### src/rtl/rx_irq_pkg.sv
package rx_irq_pkg;
  localparam int unsigned EVT_W  = 4;
  localparam int unsigned DATA_W = 8;
  localparam int unsigned PAD_W  = DATA_W - EVT_W;

  typedef logic [EVT_W-1:0]  evt_vec_t;
  typedef logic [DATA_W-1:0] data_t;
endpackage

### src/rtl/rx_irq_mask_reg.sv
module rx_irq_mask_reg #(
  parameter int unsigned W = 4
) (
  input  logic         clk,
  input  logic         rst_n,
  input  logic         wr_i,
  input  logic [W-1:0] wdata_i,
  output logic [W-1:0] mask_q_o,
  output logic [W-1:0] mask_d_o
);
  logic [W-1:0] mask_q;

  assign mask_d_o = wr_i ? wdata_i : mask_q;
  assign mask_q_o = mask_q;

  always_ff @(posedge clk or negedge rst_n) begin
    if (!rst_n) mask_q <= '1;
    else        mask_q <= mask_d_o;
  end

  // a write lands in the register at the edge
  a_r8_mask_load: assert property (@(posedge clk) disable iff (!rst_n)
    wr_i |=> mask_q == $past(wdata_i));
  a_r8_mask_hold: assert property (@(posedge clk) disable iff (!rst_n)
    !wr_i |=> $stable(mask_q));
endmodule

### src/rtl/rx_irq_status_bit.sv
module rx_irq_status_bit (
  input  logic clk,
  input  logic rst_n,
  input  logic evt_i,
  input  logic masked_i,
  input  logic vis_i,
  input  logic clr_i,
  output logic q_o,
  output logic d_o
);
  logic take;
  logic q;

  assign take = evt_i & (~masked_i | vis_i);
  assign d_o  = (q & ~clr_i) | take;
  assign q_o  = q;

  always_ff @(posedge clk or negedge rst_n) begin
    if (!rst_n) q <= 1'b0;
    else        q <= d_o;
  end

  // unmasked event always lands
  a_r2_unmasked_sets: assert property (@(posedge clk) disable iff (!rst_n)
    (evt_i && !masked_i) |=> q);
  // sticky without a read
  a_r2_sticky: assert property (@(posedge clk) disable iff (!rst_n)
    (q && !clr_i) |=> q);
  // read with no new event clears
  a_r3_read_clears: assert property (@(posedge clk) disable iff (!rst_n)
    (clr_i && !evt_i) |=> !q);
  // collision keeps the event
  a_r4_collision_kept: assert property (@(posedge clk) disable iff (!rst_n)
    (clr_i && evt_i && !masked_i) |=> q);
  // masked event dropped when visibility is off
  a_r5_masked_dropped: assert property (@(posedge clk) disable iff (!rst_n)
    (evt_i && masked_i && !vis_i && !q) |=> !q);
  // masked event kept when visibility is on
  a_r6_masked_visible: assert property (@(posedge clk) disable iff (!rst_n)
    (evt_i && masked_i && vis_i) |=> q);
endmodule

### src/rtl/rx_irq_line.sv
module rx_irq_line #(
  parameter int unsigned W = 4
) (
  input  logic         clk,
  input  logic         rst_n,
  input  logic [W-1:0] status_d_i,
  input  logic [W-1:0] mask_d_i,
  output logic         irq_o
);
  logic irq_q;

  always_ff @(posedge clk or negedge rst_n) begin
    if (!rst_n) irq_q <= 1'b0;
    else        irq_q <= |(status_d_i & ~mask_d_i);
  end

  assign irq_o = irq_q;
endmodule

### src/rtl/rx_irq_status.sv
module rx_irq_status
  import rx_irq_pkg::*;
(
  input  logic              clk,
  input  logic              rst_n,
  input  logic [EVT_W-1:0]  evt_i,
  input  logic              mask_wr_i,
  input  logic [DATA_W-1:0] mask_wdata_i,
  input  logic              vis_i,
  input  logic              rd_i,
  output logic [DATA_W-1:0] rd_data_o,
  output logic              irq_o
);
  evt_vec_t mask_q, mask_d;
  evt_vec_t stat_q, stat_d;
  data_t    rdata_q;

  rx_irq_mask_reg #(.W(EVT_W)) u_mask (
    .clk      (clk),
    .rst_n    (rst_n),
    .wr_i     (mask_wr_i),
    .wdata_i  (mask_wdata_i[DATA_W-1:PAD_W]),
    .mask_q_o (mask_q),
    .mask_d_o (mask_d)
  );

  for (genvar k = 0; k < EVT_W; k++) begin : g_bit
    rx_irq_status_bit u_bit (
      .clk      (clk),
      .rst_n    (rst_n),
      .evt_i    (evt_i[k]),
      .masked_i (mask_q[k]),
      .vis_i    (vis_i),
      .clr_i    (rd_i),
      .q_o      (stat_q[k]),
      .d_o      (stat_d[k])
    );
  end

  rx_irq_line #(.W(EVT_W)) u_line (
    .clk        (clk),
    .rst_n      (rst_n),
    .status_d_i (stat_d),
    .mask_d_i   (mask_d),
    .irq_o      (irq_o)
  );

  always_ff @(posedge clk or negedge rst_n) begin
    if (!rst_n)    rdata_q <= '0;
    else if (rd_i) rdata_q <= {stat_q, {PAD_W{1'b0}}};
  end

  assign rd_data_o = rdata_q;

  // read returns the pre-edge status
  a_r3_read_value: assert property (@(posedge clk) disable iff (!rst_n)
    rd_i |=> rd_data_o[DATA_W-1:PAD_W] == $past(stat_q));
  a_r3_read_hold: assert property (@(posedge clk) disable iff (!rst_n)
    !rd_i |=> $stable(rd_data_o));
  // interrupt only from unmasked stored bits
  a_r7_masked_silent: assert property (@(posedge clk) disable iff (!rst_n)
    irq_o |-> |(stat_q & ~mask_q));
  a_r7_unmasked_raises: assert property (@(posedge clk) disable iff (!rst_n)
    (|(stat_q & ~mask_q)) |-> irq_o);
  // padding bits read as zero
  always_comb begin
    if (rst_n) a_r9_pad_zero: assert (rd_data_o[PAD_W-1:0] == '0);
  end
endmodule

### config.mk
export PLATFORM = sky130hd
export DESIGN_NAME = rx_irq_status
export DESIGN_NICKNAME = d
export VERILOG_FILES = /design/src/rtl/rx_irq_pkg.sv /design/src/rtl/rx_irq_mask_reg.sv /design/src/rtl/rx_irq_status_bit.sv /design/src/rtl/rx_irq_line.sv /design/src/rtl/rx_irq_status.sv
export SDC_FILE = /design/constraint.sdc
export NUM_CORES = 1
export LEC_CHECK = 0
export ABC_AREA = 1
export BUFFER_PORTS_ARGS = -buffer_cell sky130_fd_sc_hd__buf_4
export CORE_AREA = 5 5 42 44
export CTS_CLUSTER_DIAMETER = 50
export DETAILED_ROUTE_END_ITERATION = 7
export DIE_AREA = 0 0 47 49
export PLACE_DENSITY = 0.83
export SLEW_MARGIN = 30
export SYNTH_ARGS = -nofsm -noshare
export SYNTH_HDL_FRONTEND = slang
export SYNTH_HIERARCHICAL = 1
export SYNTH_SLANG_ARGS = --single-unit
### constraint.sdc
create_clock -name clk -period 1.65 [get_ports clk]
set_input_delay 0.4125 -clock clk [delete_from_list [all_inputs] [get_ports clk]]
set_output_delay 0.4125 -clock clk [all_outputs]
set_load 0.02 [all_outputs]
---- After elaboration in Yosys (flattened, before gate mapping) ----
Cells that the tools add are included.
storage, ports and cells
  bits in latches ......................... 0
  register bits ........................... 13
  ROM bits ................................ 0
  output and inout port bits .............. 9
  bits in writable memories ............... 0
  memories kept ........................... 0
  bits of input ports ..................... 17
  word-level logic and storage cells ...... 32
operators by class
  multiply operators ...................... 0
  shift operators ......................... 0
  reduce and logical (&&, ||, !) cells .... 1
  bitwise logic cells ..................... 23
  add/subtract/negate cells ............... 0
  eq/ne operators ......................... 0
  $lt $le $gt $ge ......................... 0
  multiplexer cells ....................... 1
  div/mod/pow operators ................... 0
operator list
  operator            count
  1-bit AND           8
  1-bit OR            8
  1-bit inverter      5
  4-bit AND           1
  4-bit two-way mux   1
  4-bit inverter      1
  4-bit OR reduction  1

---- Logic depth before layout (Yosys ltp) ----
Gate-level depths: netlist (run 1).
  depth after elaboration ................. 6
  gate-level depth with buffers ........... 8
  depth with buffers taken out ............ 8

---- Modules after synthesis ----
Netlist (run 1), hierarchy kept.
modules (own cells, without submodules)
  module             instances  area each (µm²)  seq. area each (µm²)  cells an instance
  rx_irq_status_bit  4          47.5             25.0                  7
  rx_irq_status      1          182.7            100.1                 22
  rx_irq_mask_reg    1          153.9            105.1                 17
  rx_irq_line        1          73.8             25.0                  14

---- Least setup slack after synthesis (run 1) ----
No wires, ideal clock.
  path type ............................... register to register
  from .................................... reg u_mask.mask_q[0], in the netlist u_mask/mask_q_o[0]
  to ...................................... reg u_line.irq_q, in the netlist u_line/irq_o
  arrival ................................. 817 ps
  data required time ...................... 1534 ps
  path buffers ............................ 0
  period minus slack after synthesis ...... 932 ps
  setup time .............................. 116 ps
  cell stages (with the launch flop) ...... 8
  slack ................................... 718 ps
  cells stage by stage .................... dfstp_2 nand2_1 nand2_1 nand2_1 nand2_1 nand2_1 inv_1 nand2_1
between the ends
  cells in the longest elaborated chain, start to end .. 6
  elaborated cells between the ends (all ways) .. 8
  those cells by class .................... mux: 1; bitwise: 6; reduce/logical: 1
ends and longest elaborated chain
  item                    RTL line                 text
  from (decl)             rx_irq_mask_reg.sv:11    logic [W-1:0] mask_q;
  from (signal assigned)  rx_irq_mask_reg.sv:18    else mask_q <= mask_d_o;
  1-bit inverter          rx_irq_status_bit.sv:14  assign take = evt_i & (~masked_i | vis_i);
  1-bit OR                rx_irq_status_bit.sv:14
  1-bit AND               rx_irq_status_bit.sv:14
  1-bit OR                rx_irq_status_bit.sv:15  assign d_o = (q & ~clr_i) | take;
  net stat_d[0]           rx_irq_status.sv:15      evt_vec_t stat_q, stat_d;
  4-bit AND               rx_irq_line.sv:14        else irq_q <= |(status_d_i & ~mask_d_i);
  4-bit OR reduction      rx_irq_line.sv:14
  to (signal assigned)    rx_irq_line.sv:14
  to (decl)               rx_irq_line.sv:10        logic irq_q;
The timed path passes the listed nets, and every way through them passes these cells.
A chain may end at the register's enable or synchronous reset.

---- Worst setup path after layout (run 1) ----
  from .................................... reg rdata_q[4], in the netlist rd_data_o[4]
  to ...................................... out rd_data_o[4]
RTL lines
  item                    RTL line             text
  from (decl)             rx_irq_status.sv:16  data_t rdata_q;
  from (signal assigned)  rx_irq_status.sv:50  else if (rd_i) rdata_q <= {stat_q, {PAD_W{1'b0}}};
  to (decl)               rx_irq_status.sv:11  output logic [DATA_W-1:0] rd_data_o,
No word-level cell between the ends.

==> results.md, run 1 <==
- Commonest non-fill, non-tap cell in the layout: nand2_1
- CTS sink count: 13
- Reg2reg end: u_line/irq_o$_DFF_PN0_
- Global route overflow: 0
- Syn_area_per_cell: 7.415 um2
- Worst Setup Path Type: register to output pin
- Worst hold start: mask_wdata_i[4]
- CP bufs+invs: 1
- Cell Pwr Density: 917.1 mW/mm2
- Rows: 14
- Routability Congestion: 0.7091
- Levels on crit path: 1
- Post-synthesis sequential area ratio: 55.00%
- RSZ-0062 raised after global routing: no
- Count of cell types in the netlist: 7
- Mapped Area: 600.6 um2
- Final Hold Vio Count: 0
- CP cell instances: buf_4
- Pin count of the biggest net entering global routing: 14
- Reg area: 330.3 um2
- Initial Util: 42.86%
- Final Critical Period: 1213 ps
- Cell family with most CP delay: flip-flops
- I/O pin cnt: 26
- WL final: 1074 um
- R2R Setup Slk: 640 ps
- Clk buf depth: 2
- Sum Neg Setup Slack: 0 ps
- N_diodes: 0
- Vias in the first global route: 473
- HPWL after detailed placement: 821.8 um
- Routed via count: 477
- Core Util, Final: 54.64%
- First-pass detailed-route iteration total: 4
- Top cells by area, synth: dfrtp_1 (38%), nand2_1 (29%), dfstp_2 (18%)
- Crit-path max FO: 2
- Met3 Use GR: 3.321%
- Synth top area share: 37.50%
- Initial antenna violation count: 0
- First-pass GRT wire length: 1766 um
- Clock transition at path regs: 70 ps
- Slowest-stage cell, CP: dfrtp_1
- Status: finished, final reports clean
- M1 GR Usage: 12.47%
- CP Data Required Time: 1240 ps
- Cts bufs inserted: 3
- CP Capture Point: rd_data_o[4]
- CORE AREA: 0.001401 mm2
- Layout Nets: 120
- Endpoints failing setup: 0
- Chip width: 47 um
- Area of the multi-input gates: 191.4 um2
- First DRT Iteration DRCs: 8
- Max Cap Viol: 0
- Hold crit path type: primary input to register
- Max Clk Rate: 0.8244 GHz
- Area Growth Syn to Fin: 27.50%
- Count of state elements after synthesis: 13
- Die area: 0.002303 mm2
- CP Capture Type: output pin
- Overall Global Routing Usage: 10.53%
- FF-to-FF path depth: 7
- Final clock period utilization by the worst path: 73.52%
- Post-route ant nets: 0
- Synth warn: 6
- Peak supply drop: 0.4908 mV
- Area leader, netlist: dfrtp_1
- Post-CTS Setup Inserts: 0
- H-Tree Depth: 1
- Met2 global-route usage: 16.29%
- Critical path startpoint: rd_data_o[4]$_DFFE_PN0P_
- RR Startpoint: u_mask/mask_q_o[3]$_DFF_PN1_
- Wirelength per Cell: 9.102 um
- CP Launch Type: register
- Busiest layer in global routing: met2
- Leakage: 0.4724 nW
- Commonest non-fill, non-tap cells in the layout: nand2_1 (47), buf_4 (17), inv_1 (14), dfrtp_1 (9)
- CP peak stage delay: 380 ps
- Post-Syn Instances: 81
- Die height: 49 um
- Fillers: 148
- Fraction of layout cells with a size suffix above 1: 25.49%
- Avg Vias per Cell: 4.042
- Worst-Skew Late Latency: 260 ps
- CTS root buf: clkbuf_4
- Buffers on Ports: 17
- Clk_skew: 0.7536 ps
- # DRC: 0
- CTS tree: done
- Slew Limit Fails: 0
- CP arrival: 800 ps
[how the worst min path moves through the flow]
stage / cells past startpoint / endpoint / slack, ps
floorplan: 0 / g_bit[0].u_bit/q_o$_DFF_PN0_ / 120
global placement: 1 / g_bit[1].u_bit/q_o$_DFF_PN0_ / 260
detailed placement: 1 / g_bit[0].u_bit/q_o$_DFF_PN0_ / 260
CTS: 3 / u_mask/mask_q_o[0]$_DFF_PN1_ / 360
global route: 3 / u_mask/mask_q_o[0]$_DFF_PN1_ / 360
finish: 3 / u_mask/mask_q_o[0]$_DFF_PN1_ / 370
[cell type report]
class | count | share of cell area (%)
Clock buffer | 4 | 3.431
Inverter | 16 | 7.843
Multi-Input combinational cell | 51 | 25.00
Sequential cell | 13 | 43.14
Tap cell | 16 | 2.614
Timing Repair Buffer | 18 | 17.97
[state kept, by name (all words and copies together) (netlist names)]
register,flops
u_mask/mask_q_o,4
u_line/irq_o,1
g_bit.u_bit/q_o,4
rd_data_o,4
[Yosys cell counts]
| library cell | n |
|---|---|
| dfrtp_1 | 9 |
| inv_1 | 14 |
| buf_4 | 4 |
| nand2_1 | 47 |
| dfstp_2 | 4 |
| conb_1 | 1 |
| inv_2 | 2 |
[per-stage QoR]
step / cells / area, um2 / worst slack (ps) / hold slack [ps] / power, W
finish: 118 / 765.7 / 437.0 / 365.7 / 0.0007022
CTS: 118 / 765.7 / 418.4 / 359.3 / 0.0007147
floorplan: 84 / 611.8 / 717.6 / 116.9 / 0.0004637
global route: 118 / 765.7 / 391.0 / 361.8 / 0.0007571
global placement: 113 / 729.5 / 576.4 / 261.4 / 0.0005192
detailed placement: 113 / 729.5 / 569.5 / 264.9 / 0.0005237
[worst reg2reg max path, stage by stage (launching register included)]
cell,delay (ps)
dfstp_2,530
nand2_1,50
nand2_1,60
nand2_1,70
nand2_1,80
nand2_1,50
inv_1,40
nand2_1,40
[where the power goes]
group / switching (W) / internal (W)
registers: 0.0000154 / 0.000358
logic: 0.0000847 / 0.0000615
clock network: 0.0000895 / 0.0000934
[repair_timing]
item / in CTS / in global routing
hold buffers: 1 / 0
resized for setup: 0 / 0
hold endpoints to repair: 9 / 0
[layer usage]
metal | vias up | wire length, um | part of all wire (%)
li1 | 262 | - | -
met4 | 0 | 7 | 0.65
met2 | 20 | 494 | 46
met3 | 2 | 105 | 9.8
met1 | 193 | 467 | 43
met5 | - | 0 | 0
[cell families (layout without fill, tap and decap cells)]
family                 after synthesis  after routing  share of synthesized area (%)
buffers and inverters               20             38                          15.00
flip-flops                          13             13                          55.00
other                                1              4                         0.6244
AND/OR/NAND/NOR                     47             47                          29.38
No activity file was read; power rests on OpenSTA's default activity.
==> run 2, diff against run 1 <==
- CORE_AREA: 5 5 42 44 -> default
- CORE_MARGIN: default -> 5
- CORE_UTILIZATION: default -> 40
- DIE_AREA: 0 0 47 49 -> default
- PLACE_DENSITY: 0.83 -> 0.79
- clock period: 1.65 -> 1.02 ns (I/O delays scaled with it)
==> run 2 against run 1 <==
The run now ends with negative setup slack left. Total power grew 66%. Clock power up 64%. Cell area is 4.1% higher. Critical path depth stayed put. Critical path type unchanged.
==> results.md, run 2 (synthesis results as in run 1) <==
- Internal power: 0.0008473 W
- Fraction of layout cells with a size suffix above 1: 30.39%
- CTS tree: done
- Final Critical Period: 1045 ps
- Global route overflow: 0
- Post-DP Area: 729.5 um2
- CTS sink count: 13
- H-Tree Depth: 1
- CP Launch Type: register
- CP bufs+invs: 1
- Layout Cells excl Fill: 118
- FF-to-FF path depth: 7
- Commonest non-fill, non-tap cell in the layout: nand2_1
- First-pass GRT wire length: 1814 um
- CP cell instances: buf_6
- Cell family with most CP delay: flip-flops
- Max Cap Viol: 0
- Die area: 0.002377 mm2
- # DRC: 0
- CORE AREA: 0.001471 mm2
- Place WS: 23.62 ps
- Area Growth Syn to Fin: 32.71%
- Post-route cell area: 797.0 um2
- Clock transition at path regs: 70 ps
- Seq pwr share: 52.2%
- Worst-Skew Late Latency: 260 ps
- First-pass detailed-route iteration total: 2
- Crit-path max FO: 2
- CP peak stage delay: 390 ps
- Avg Vias per Cell: 4.102
- Final clock period utilization by the worst path: 102.5%
- Dpl cells: 113
- N_diodes: 0
- Status: finished with violations
- Routability Congestion: 0.7091
- Initial Util: 40.82%
- CP Data Required Time: 760 ps
- Core Util, Final: 54.17%
- Hold crit path type: primary input to register
- Peak supply drop: 0.5930 mV
- Leakage: 0.4793 nW
- Overall Global Routing Usage: 9.618%
- Comb pwr share: 22.0%
- Clk_skew: 3.245 ps
- Routed via count: 484
- Failing checks: negative setup slack
- Worst Setup Path Type: register to output pin
- RSZ-0062 raised after global routing: yes
- Wirelength per Cell: 8.907 um
- Die height: 48.75 um
- Final Hold Vio Count: 0
- First DRT Iteration DRCs: 2
- Slowest-stage cell, CP: dfrtp_1
- I/O pin cnt: 26
- Vias in the first global route: 468
- CP Capture Type: output pin
- Fillers: 156
- Psw: 0.0003183 W
- HPWL after detailed placement: 846.3 um
- Max Clk Rate: 0.9569 GHz
- CP arrival: 790 ps
- Initial antenna violation count: 0
- CTS root buf: clkbuf_4
- Sw frac: 27.31%
- Levels on crit path: 1
- Cell Pwr Density: 1462 mW/mm2
- Endpoints failing setup: 4
- Chip width: 48.75 um
- Setup ws final: -25.06 ps
- Rows: 14
- Hold Path Depth: 3
- Clk buf depth: 2
- Commonest non-fill, non-tap cells in the layout: nand2_1 (42), inv_1 (14), buf_4 (12), dfrtp_1 (9)
- Post-route ant nets: 0
- Slew Limit Fails: 0
- Buffers on Ports: 17
- Pin count of the biggest net entering global routing: 14
- Cts bufs inserted: 3
- Layout Nets: 120
- WL final: 1051 um
- Clock share of power: 25.8%
## run 2: cell count changes in the layout (fill, tap and decap cells not counted)
cell     delta
buf_4       -5
buf_6       +5
nand2_2     +5
nand2_1     -5
## run 2: worst paths after layout
| check | start | to | slack [ps] |
|---|---|---|---|
| max | rd_data_o[5]$_DFFE_PN0P_ | rd_data_o[5] | -30 |
| min | evt_i[1] | g_bit[1].u_bit/q_o$_DFF_PN0_ | 200 |
| max reg2reg | u_mask/mask_q_o[2]$_DFF_PN1_ | u_line/irq_o$_DFF_PN0_ | 10 |
| min reg2reg | g_bit[1].u_bit/q_o$_DFF_PN0_ | rd_data_o[5]$_DFFE_PN0P_ | 480 |
| max in group asynchronous | rst_n | u_mask/mask_q_o[3]$_DFF_PN1_ | 430 |
| min in group asynchronous | rst_n | rd_data_o[6]$_DFFE_PN0P_ | 360 |
## run 2: tightest hold or removal path, delay by kind of cell
family	cells	cell delay (ps)
buffers and inverters	1	80
and+or+nand+nor	2	100
## run 2: layer usage
layer / routed length [um] / GRT usage, % / share of wire, %
met5: 0 / 0 / 0
met4: 0 / 5.381 / 0
met3: 94 / 2.454 / 8.9
met2: 504 / 15.87 / 48
met1: 452 / 11.18 / 43
## run 2: cell type report
type,count,area (um2),area share [%]
flip-flops and latches,13,330.3,41.44
inverters,16,60.06,7.535
repair buffers,18,156.4,19.62
multi-input cells,51,203.9,25.59
clock buffers,4,26.28,3.297
well taps,16,20.02,2.512
## run 2: per-stage QoR
step	power, W	hold slack, ps	TNS (ps)
floorplan	0.0007501	-40.59	0
global placement	0.0008413	104.4	0
detailed placement	0.0008486	110.3	0
CTS	0.001185	202.6	-169.6
global route	0.001253	195.0	-367.2
finish	0.001166	203.6	-89.15
## run 2: what timing repair did
item | 4_1_cts | 5_1_grt
buffers inserted | 0 | 0
resized for setup | 5 | 5
hold buffers | 1 | 0
setup endpoints to repair | 6 | 6
gates cloned | 0 | 0
hold endpoints to repair | 9 | 0
pin swaps | 1 | 0
## run 2: power groups by stage
stage               clock network [W]  registers [W]  logic [W]
finish                       0.000301       0.000609   0.000256
global placement                    0       0.000611   0.000230
global route                 0.000349       0.000615   0.000290
detailed placement                  0       0.000614   0.000235
CTS                          0.000323       0.000609   0.000253
floorplan                           0       0.000641   0.000110
==> run 3, diff against run 2 <==
- BUFFER_PORTS_ARGS: -buffer_cell sky130_fd_sc_hd__buf_4 -> default
- CORE_AREA: default -> 5 5 42 44
- CORE_MARGIN: 5 -> default
- CORE_UTILIZATION: 40 -> default
- DIE_AREA: default -> 0 0 47 49
- DONT_BUFFER_PORTS: default -> 1
- PLACE_DENSITY: 0.79 -> 0.69
==> run 3 against run 2 <==
Die area shrank 3.1%. Sequential cell count did not move. Largest power group unchanged. Critical path type unchanged. Global-route usage shrank 0.64 points. Setup slack gained 56 ps. The flow now finishes without violations.
==> results.md, run 3 (synthesis results as in run 1) <==
- Status: finished, final reports clean
- HPWL after detailed placement: 740.5 um
- Buffers on Ports: 0
- Comb pwr share: 13.0%
- Critical path startpoint: rd_data_o[4]$_DFFE_PN0P_
- WL final: 987 um
- Area of the multi-input gates: 206.4 um2
- Die height: 49 um
- H-Tree Depth: 1
- Hold crit path type: primary input to register
- Endpoints failing setup: 0
- Routed via count: 417
- Cell Pwr Density: 1633 mW/mm2
- Pwr Total: 0.001091 W
- CP Capture Type: output pin
- Leakage: 0.4011 nW
- CTS root buf: clkbuf_4
- R2R Setup Slk: 30 ps
- Met3 routed WL: 143 um
- Worst Setup Path Type: register to output pin
- Vias in the first global route: 358
- Final Hold Vio Count: 0
- Fraction of layout cells with a size suffix above 1: 19.54%
- RR Startpoint: u_mask/mask_q_o[1]$_DFF_PN1_
- Max Clk Rate: 1.011 GHz
- Avg Vias per Cell: 4.049
- First-pass detailed-route iteration total: 4
- Global route overflow: 0
- Layout Nets: 105
- First DRT Iteration DRCs: 3
- Reg2reg end: u_line/irq_o$_DFF_PN0_
- Overall Global Routing Usage: 8.981%
- Min-Delay Endpoint: u_mask/mask_q_o[3]$_DFF_PN1_
- First-pass GRT wire length: 1476 um
- CTS tree: done
- Peak supply drop: 1.173 mV
- Clock transition at path regs: 80 ps
- Worst hold start: mask_wr_i
- FF-to-FF path depth: 7
- Initial antenna violation count: 0
- Cts bufs inserted: 3
- CP Data Required Time: 760 ps
- Place WS: 41.18 ps
- Slew Limit Fails: 0
- Clk buf depth: 2
- Clk_skew: 2.702 ps
- CP Launch Type: register
- Psw: 0.0003060 W
- Die area: 0.002303 mm2
- Met2 WL: 393 um
- Reg area: 330.3 um2
- Commonest non-fill, non-tap cell in the layout: nand2_1
- # DRC: 0
- Final Critical Period: 989.3 ps
- Rows: 14
- Slew headroom: 61.80%
- CORE AREA: 0.001401 mm2
- Routability Congestion: 0.6933
- Internal power: 0.0007851 W
- Final clock period utilization by the worst path: 96.99%
- RSZ-0062 raised after global routing: yes
- Fillers: 153
- Tightest Pin Transition: 571.0 ps
- Worst-Skew Late Latency: 270 ps
- Post-DP Area: 601.8 um2
- Crit-path max FO: 2
- Area Growth Syn to Fin: 11.25%
- Met1 wire length: 442 um
- Setup ws final: 30.71 ps
- Commonest non-fill, non-tap cells in the layout: nand2_1 (41), inv_1 (14), dfrtp_1 (9), nand2_2 (6)
- Wirelength per Cell: 9.583 um
- Hold Path Depth: 2
- CTS sink count: 13
- Seq pwr share: 58.5%
- Sw frac: 28.05%
- Post-route ant nets: 0
- Levels on crit path: 0
- Sum Neg Setup Slack: 0 ps
- Initial Util: 42.86%
- I/O pin cnt: 26
- Clock share of power: 28.5%
- Max Cap Viol: 0
- DR top layer: met4
- Hold WS: 90.69 ps
- Chip width: 47 um
- CP arrival: 730 ps
- Pin count of the biggest net entering global routing: 14
- N_diodes: 0
- Post-route cell area: 668.1 um2
==> run 3: cell types whose count changed in the layout (fill, tap and decap cells not counted), sizes merged <==
cell  previous run  this run
buf             17         2
==> run 3: how the worst max path moves through the flow <==
stage          slack, ps                      to
6_report              30            rd_data_o[4]
2_1_floorplan         90  u_line/irq_o$_DFF_PN0_
3_5_place_dp          40  u_line/irq_o$_DFF_PN0_
4_1_cts                9            rd_data_o[4]
5_1_grt              -60  u_line/irq_o$_DFF_PN0_
3_3_place_gp          50  u_line/irq_o$_DFF_PN0_
==> run 3: what timing repair did <==
action	4_1_cts	5_1_grt
setup buffers	0	2
hold endpoints to repair	13	0
endpoints found under the setup margin	0	3
hold buffers	1	0
resized for setup	0	6
==> run 3: metal layers <==
layer  vias up  global-route usage [%]
met5         -                       0
met4         0                   1.382
met3         2                   8.118
met2        22                   12.44
met1       163                   10.50
li1        230                       -
==> run 3: area by class of cell <==
| class | count | share of cell area [%] |
|---|---|---|
| Timing Repair Buffer | 3 | 3.745 |
| Sequential cell | 13 | 49.44 |
| Multi-Input combinational cell | 51 | 30.90 |
| Clock buffer | 4 | 3.933 |
| Inverter | 16 | 8.989 |
| Tap cell | 16 | 2.996 |
==> run 3: through the flow <==
step           utilization [%]  instances
2_1_floorplan                -         84
3_3_place_gp             42.95         96
3_5_place_dp             42.95         96
4_1_cts                  45.54        101
5_1_grt                  47.68        103
6_report                 47.68        103
==> run 3: worst register-to-register path, delay by kind of cell (launching register included) <==
kind | cells | cell delay (ps)
buffers and inverters | 1 | 40
flip-flops | 1 | 530
AND/OR/NAND/NOR | 6 | 320
==> run 3: power groups by stage <==
stage                     Combinational [W]  Clock [W]  Sequential, W
after detailed placement           0.000111          0       0.000648
after global routing               0.000167   0.000360       0.000647
after floorplan                    0.000110          0       0.000641
after global placement             0.000109          0       0.000645
final                              0.000142   0.000311       0.000638
after CTS                          0.000124   0.000330       0.000639
